<file path="config.mk">
export PLATFORM = sky130hd
export DESIGN_NAME = ipc_msg_queue
export DESIGN_NICKNAME = d
export VERILOG_FILES = /design/src/rtl/ipc_msg_queue.sv
export SDC_FILE = /design/constraint.sdc
export NUM_CORES = 1
export LEC_CHECK = 0
export ABC_AREA = 1
export CAP_MARGIN = 20
export CORE_MARGIN = 2
export CORE_UTILIZATION = 30
export CTS_CLUSTER_SIZE = 30
export DETAILED_ROUTE_END_ITERATION = 7
export PLACE_DENSITY = 0.48
export SYNTH_ARGS = -nofsm -noshare
export SYNTH_HDL_FRONTEND = slang
export SYNTH_SLANG_ARGS = --single-unit
export TNS_END_PERCENT = 100
</file>
<file path="constraint.sdc">
create_clock -name clk -period 3 [get_ports clk]
set_input_delay 0.45 -clock clk [delete_from_list [all_inputs] [get_ports clk]]
set_output_delay 0.45 -clock clk [all_outputs]
set_load 0.02 [all_outputs]
</file>
<file path="src/rtl/ipc_msg_queue.sv">
module ipc_msg_queue #(
  parameter int DEPTH = 16,
  parameter int DW    = 32
) (
  input  logic          clk,
  input  logic          rst_n,
  input  logic          req_valid,
  input  logic          req_write,
  input  logic [2:0]    req_addr,
  input  logic [DW-1:0] req_wdata,
  output logic [31:0]   rsp_rdata,
  output logic          irq_msg_ready,
  output logic          irq_space_avail
);
  localparam int PW  = $clog2(DEPTH);
  localparam int CW  = PW + 1;
  localparam int CAP = DEPTH - 1;

  logic [DW-1:0] mem [DEPTH];
  logic [PW-1:0] wp, rp;
  logic [CW-1:0] cnt;
  logic          lock;
  logic [3:0]    thresh;

  wire is_empty = (cnt == '0);
  wire is_full  = (cnt == CW'(CAP));
  wire is_afull = (cnt >= CW'(thresh));

  wire wr_acc = req_valid & req_write;
  wire rd_acc = req_valid & ~req_write;
  wire push   = wr_acc & (req_addr == 3'd0) & ~lock & ~is_full;
  wire pop    = rd_acc & (req_addr == 3'd1) & ~is_empty;
  wire ctl_wr = wr_acc & (req_addr == 3'd3);
  wire flush  = ctl_wr & req_wdata[16];

  wire [31:0] status = {8'h00, 4'(rp), 4'(wp), 7'h00, 5'(cnt),
                        is_empty, is_full, is_afull, lock};
  wire [31:0] head   = is_empty ? 32'h0 : 32'(mem[rp]);

  always_comb begin
    rsp_rdata = '0;
    if (rd_acc) begin
      case (req_addr)
        3'd1:    rsp_rdata = head;
        3'd2:    rsp_rdata = status;
        3'd3:    rsp_rdata = {8'h00, thresh, 2'b00, lock, 17'h0};
        3'd4:    rsp_rdata = head;
        default: rsp_rdata = '0;
      endcase
    end
  end

  always_ff @(posedge clk) begin
    if (push) mem[wp] <= req_wdata;
  end

  always_ff @(posedge clk) begin
    if (!rst_n) begin
      wp <= '0; rp <= '0; cnt <= '0;
      lock <= 1'b0; thresh <= 4'(CAP);
      irq_msg_ready <= 1'b0; irq_space_avail <= 1'b0;
    end else begin
      if (flush) begin
        wp <= '0; rp <= '0; cnt <= '0;
      end else begin
        if (push) begin
          wp  <= wp + 1'b1;
          cnt <= cnt + 1'b1;
        end
        if (pop) begin
          rp  <= rp + 1'b1;
          cnt <= cnt - 1'b1;
        end
      end
      if (ctl_wr) begin
        lock   <= req_wdata[17];
        thresh <= req_wdata[23:20];
        if (req_wdata[0]) irq_msg_ready   <= 1'b0;
        if (req_wdata[1]) irq_space_avail <= 1'b0;
      end
      if (push)           irq_msg_ready   <= 1'b1;
      if (pop && is_full) irq_space_avail <= 1'b1;
    end
  end

  p_count_bound_r3: assert property (@(posedge clk) disable iff (!rst_n)
    cnt <= CW'(CAP));
  p_full_drop_r3: assert property (@(posedge clk) disable iff (!rst_n)
    (wr_acc && req_addr == 3'd0 && is_full) |=> cnt == $past(cnt));
  p_locked_drop_r5: assert property (@(posedge clk) disable iff (!rst_n)
    (wr_acc && req_addr == 3'd0 && lock) |=> cnt == $past(cnt));
  p_flush_r6: assert property (@(posedge clk) disable iff (!rst_n)
    flush |=> (cnt == '0 && wp == '0 && rp == '0));
  p_empty_read_r7: assert property (@(posedge clk) disable iff (!rst_n)
    (rd_acc && req_addr == 3'd1 && is_empty) |=> rp == $past(rp));
  p_peek_r8: assert property (@(posedge clk) disable iff (!rst_n)
    (rd_acc && req_addr == 3'd4) |=> (rp == $past(rp) && cnt == $past(cnt)));
  p_msg_irq_r9: assert property (@(posedge clk) disable iff (!rst_n)
    push |=> irq_msg_ready);
  p_space_irq_r10: assert property (@(posedge clk) disable iff (!rst_n)
    (pop && is_full) |=> irq_space_avail);
endmodule

</file>
Word level (Yosys, flattened, before mapping)
Memories as Yosys holds them, arrays and structs flattened. A register that Yosys moved wholly into a read port is not among the register bits.
Cells that the tools add are included.
Widths: inputs -> output; s select.

storage, ports and cells
  input bits = 39
  memories = 1
  RAM bits = 512
  flip-flop bits (word level) = 20

cells by class
  mux-type cells = 15
  bitwise logic cells = 14
  reductions and logical operators = 12
  $lt $le $gt $ge = 1
  $add $sub $neg = 4
  equality and inequality tests = 5

memory list
  memory  depth  width  rd ports  clocked after memory_dff  wr ports  line  RTL
  mem     16     32     1         1                         1         19    logic [DW-1:0] mem [DEPTH];

operator list
  kind                 count
  $pmux 32 s3          1
  $mux 32              2
  $mux 5               2
  $reduce_bool 2->1    5
  $and 1x1->1          9
  $add 4x1->4 const B  2
  $mux 1               8
  $mux 4               2
  $eq 3x2->1 const B   2
  $add 5x1->5 const B  1
  $eq 5x4->1 const B   1
  $ge 5x4->1           1
  $logic_not 5->1      1
  $not 1->1            5
  $sub 5x1->5 const B  1
  $reduce_and 2->1     2
  $reduce_or 2->1      2
  $eq 3x1->1 const B   1
  $eq 3x3->1 const B   1
  $logic_not 3->1      1
  $logic_and 1x1->1    1

Logic depth before layout (Yosys ltp)
  depth after elaboration = 7
  gate-level depth with buffers = 13

Worst setup path after synthesis
OpenSTA, ideal clock, no wires.

  path kind = input -> register
  from = input req_addr[1]
  to = memory mem[11][0], enable pin
  buffers on the path = 0
  setup slack = 0.119 ns
  arrival time = 2.460 ns
  stages = 7
  cell sequence = nor2_1 > nand2_1 > nor2_1 > nand2_1 > inv_1 > nand3_1 > nor2_1

between the ends
  cells in the longest elaborated chain, start to end = 6

ends and longest elaborated chain
  item                          line  RTL
  start, declared               9     input logic [2:0] req_addr,
  $logic_not 3->1               31    wire push = wr_acc & (req_addr == 3'd0) & ~lock & ~is_full;
  $and 1x1->1 (3 in a row)      31
  $mux 1                        54    if (push) mem[wp] <= req_wdata;
  $mux 1 (implied by the code)  54
  end, declared                 19

Every way passes these cells.

==> impl_metrics.tcl <==
set metrics [dict create \
    drtPass1Iterations 5 \
    chipHeight_um 275 \
    post_detail_place_hpwl_um 35700 \
    run_status "finished clean" \
    p_switching_mw 3.12 \
    pwr-share-comb_pct 1.8 \
    die_w_um 275 \
    mostFrequentLayoutCells "512 x edfxtp_1, 318 x nand2_1, 256 x nand3_1" \
    area_growth_syn_to_fin_pct 21.8 \
    cp_data_arrival_time_ns 2.43 \
    fin_crit_ns 2.88 \
    hold_class "reg -> reg" \
    die_area_um2 75600 \
    antenna_found_initial 3 \
    grt_use_total_pct 16.5 \
    p_total_mw 15.4 \
    grt_pass1_vias 13741 \
    worst_path_max_delay_cell "dfxtp_4" \
    static-leakage-power_nw 9.09 \
    final_core_util_pct 36.8 \
    power.density_cell_area_nw_per_um2 575 \
    fin_tns_setup_ns 0 \
    synth.cell_area_um2 22000 \
    path_clk_slew_ns 0.06 \
    synthSimpleGateAreaFrac_pct 15.8 \
    synth.net_count 1872 \
    ir_worst_vdd_uv 443 \
    synth_compound_area_share_pct 7.10 \
    timing.max_cap.violations 0 \
    antenna_violating_nets_post_route 0 \
    crit_chain "buf_12 -> inv_16 -> buf_12 -> buf_16 -> nand2_1 -> nand3_1 -> nand3_1 -> nand3_2 -> nand3_1 -> a21oi_1 -> clkdlybuf4s15_2" \
    first_pass_grt_wire_length_um 92100 \
    final-setup-viol-count 0 \
    avgRoutedWirePerCell_um 21.2 \
    unique_cell_type_count_in_the_yosys_netlist 40 \
    ys_seq_area_share_pct 72.0 \
    synth_top_family_by_area "simple AND/OR/NAND/NOR gates" \
    timing.final.max_slew_violations 0 \
    via_per_inst 4.85 \
    critical_path_depth 11 \
    clock.fmax_mhz 348 \
    worst_pin_slew_ns 0.708 \
    timing_worst_setup_path_type "reg -> out" \
    synth_adder_area_share_pct 0.773 \
    yosys-mux-area-fraction_pct 0 \
    clock_path_buffers 3 \
    clock_sink_total 536 \
    initial_utilization_pct 30.2 \
    synthesis.area_per_instance_um2 12.1 \
    cts-root-buf "clkbuf_16" \
    nFillCells 7041 \
    1st_iter_drt_viols 1090 \
    clk_latency_ns 0.62 \
    drive_above_1_share_pct 13.5 \
    instances_no_fill 2946 \
    synth_xor_area_share_pct 0.0796 \
    placement.setup.worst_slack_ns 0.0630 \
    critical_path.n_buffers_inverters 5 \
    hold_buf_count_cts 0 \
    fp-row-count 99 \
    timing.critical_path.required_ns 2.55 \
    area.sequential_um2 15900 \
    clock_tree_from_tritoncts "built" \
    tritoncts.num_buffers 57 \
    switching_share_pct 20.3 \
    path_common_cell "nand3_1" \
    diodes 0 \
    grt_start_max_net_pins 56 \
    clkPwrFrac_pct 44.9 \
    p_int_mw 12.3 \
    stdcell_area_um2 26800 \
    num-nets-final 1991 \
    reg2regPathDepth 7 \
    timing.critical_path.to_type "output port" \
    worst_slack_ns 0.123 \
    gpl.final_weighted_congestion 0.822 \
    coreArea_um2 72800 \
    multiInputGateArea_um2 5470 \
    critPathTopFamily "buffers and inverters" \
    mostFrequentLayoutCell "edfxtp_1" \
    yosys_warnings 0 \
    biggest_fanout_along_the_worst_timing_path 27 \
    hold-worst-slack_ns 0.475 \
    grt_setup_unrepaired "yes" \
    grt_overflow_total 0 \
    final_min_period_over_clock_period_pct 95.9 \
    placement.io_buffers 72 \
    critPathLaunchType "flop" \
    dpl.cell_count 2819 \
    post_synth_inst_count 1820 \
    crit_path_max_incr_delay_ns 0.36 \
    ys_ff_latch 536 \
    pin_count 73 \
    fin_skew_ns 0.0264 \
    final_hold_viol_count 0 \
    htree_num_levels 2 \
    vias 14287 \
    share_seq_of_total_power_pct 53.2 \
    timing.slew.headroom_pct 52.7 \
    placed_cell_area_um2 24500 \
    drt_wl_total_um 62600 \
    timing.hold.worst_path_depth 2 \
    drcViolationCount 0 \
]
==> final cells by class <==
type                            count  share of cell area [%]
Inverter                           75                    1.14
Tap cell                          959                    4.48
Multi-Input combinational cell   1102                    20.4
Sequential cell                   536                    59.2
Clock buffer                       67                    5.46
Timing Repair Buffer              167                    8.02
Clock inverter                     40                    1.35
==> power groups by stage <==
stage	clock (mW)	combinational, mW	sequential (mW)
floorplan	0	0.0826	8.36
global placement	0	0.269	8.36
detailed placement	0	0.276	8.36
CTS	7.09	0.284	8.20
global route	7.38	0.312	8.20
finish	6.92	0.282	8.20
==> cell usage after synthesis (all sizes together) <==
| cell type | n | area [µm²] |
|---|---|---|
| edfxtp | 512 | 15400 |
| or2 | 2 | 12.5 |
| o22ai | 3 | 18.8 |
| buf | 83 | 557 |
| ha | 12 | 150 |
| nand3 | 278 | 1400 |
| fa | 1 | 20.0 |
| o21bai | 1 | 7.51 |
| nor3 | 4 | 31.3 |
| xor2 | 2 | 17.5 |
| nand4 | 2 | 18.8 |
| o21ai | 137 | 689 |
| nand3b | 1 | 7.51 |
| nand2 | 323 | 1220 |
| inv | 74 | 283 |
| a21boi | 12 | 101 |
| a21oi | 47 | 235 |
| nor3b | 1 | 7.51 |
| clkbuf | 24 | 90.1 |
| o21a | 2 | 15.0 |
| dfxtp | 24 | 480 |
| o211ai | 63 | 473 |
| a22oi | 2 | 15.0 |
| clkinv | 1 | 3.75 |
| a211oi | 1 | 7.51 |
| nor2 | 208 | 783 |
==> logic make-up after synthesis <==
family / Yosys count
compound gates: 268
xor+xnor: 2
fa+ha+maj: 13
buf+inv: 182
flops: 536
simple gates: 819
==> worst reg2reg max path: stages (launching register included) <==
cell,delay [ns]
dfxtp_1,0.39
inv_1,0.13
nand2_1,0.12
nand2_1,0.08
inv_1,0.20
nand2_1,0.31
nor2_4,0.22
buf_12,0.27
==> per-layer routing <==
metal | part of all wire [%] | vias to the layer above | global-route usage, %
li1 | - | 6766 | -
met1 | 44 | 7082 | 22.0
met2 | 48 | 338 | 27.1
met3 | 5.2 | 97 | 3.14
met4 | 3.2 | 4 | 5.16
met5 | 0.043 | - | 0
==> flip-flops by register name (all words and copies together), names as in the netlist, named ones only <==
signal / flops
cnt: 5
mem: 512
irq_msg_ready: 1
lock: 1
irq_space_avail: 1
thresh: 4
wp: 4
rp: 4
==> path summary, 6_finish.rpt <==
kind,startpoint,end,slack [ns]
worst max-delay path,flop,rsp_rdata[5],0.12
worst min-delay path,irq_space_avail,irq_space_avail,0.47
worst min register to register,irq_space_avail,irq_space_avail,0.47
worst max register to register,cnt[4],mem[13][14],0.92
==> what timing repair did <==
action | CTS | global route
pin swaps | 5 | 1
setup buffers | 12 | 0
resized for setup | 134 | 38
endpoints found under the setup margin | 32 | 28
cloned | 4 | 4
Power figures use the tool's default switching activity.
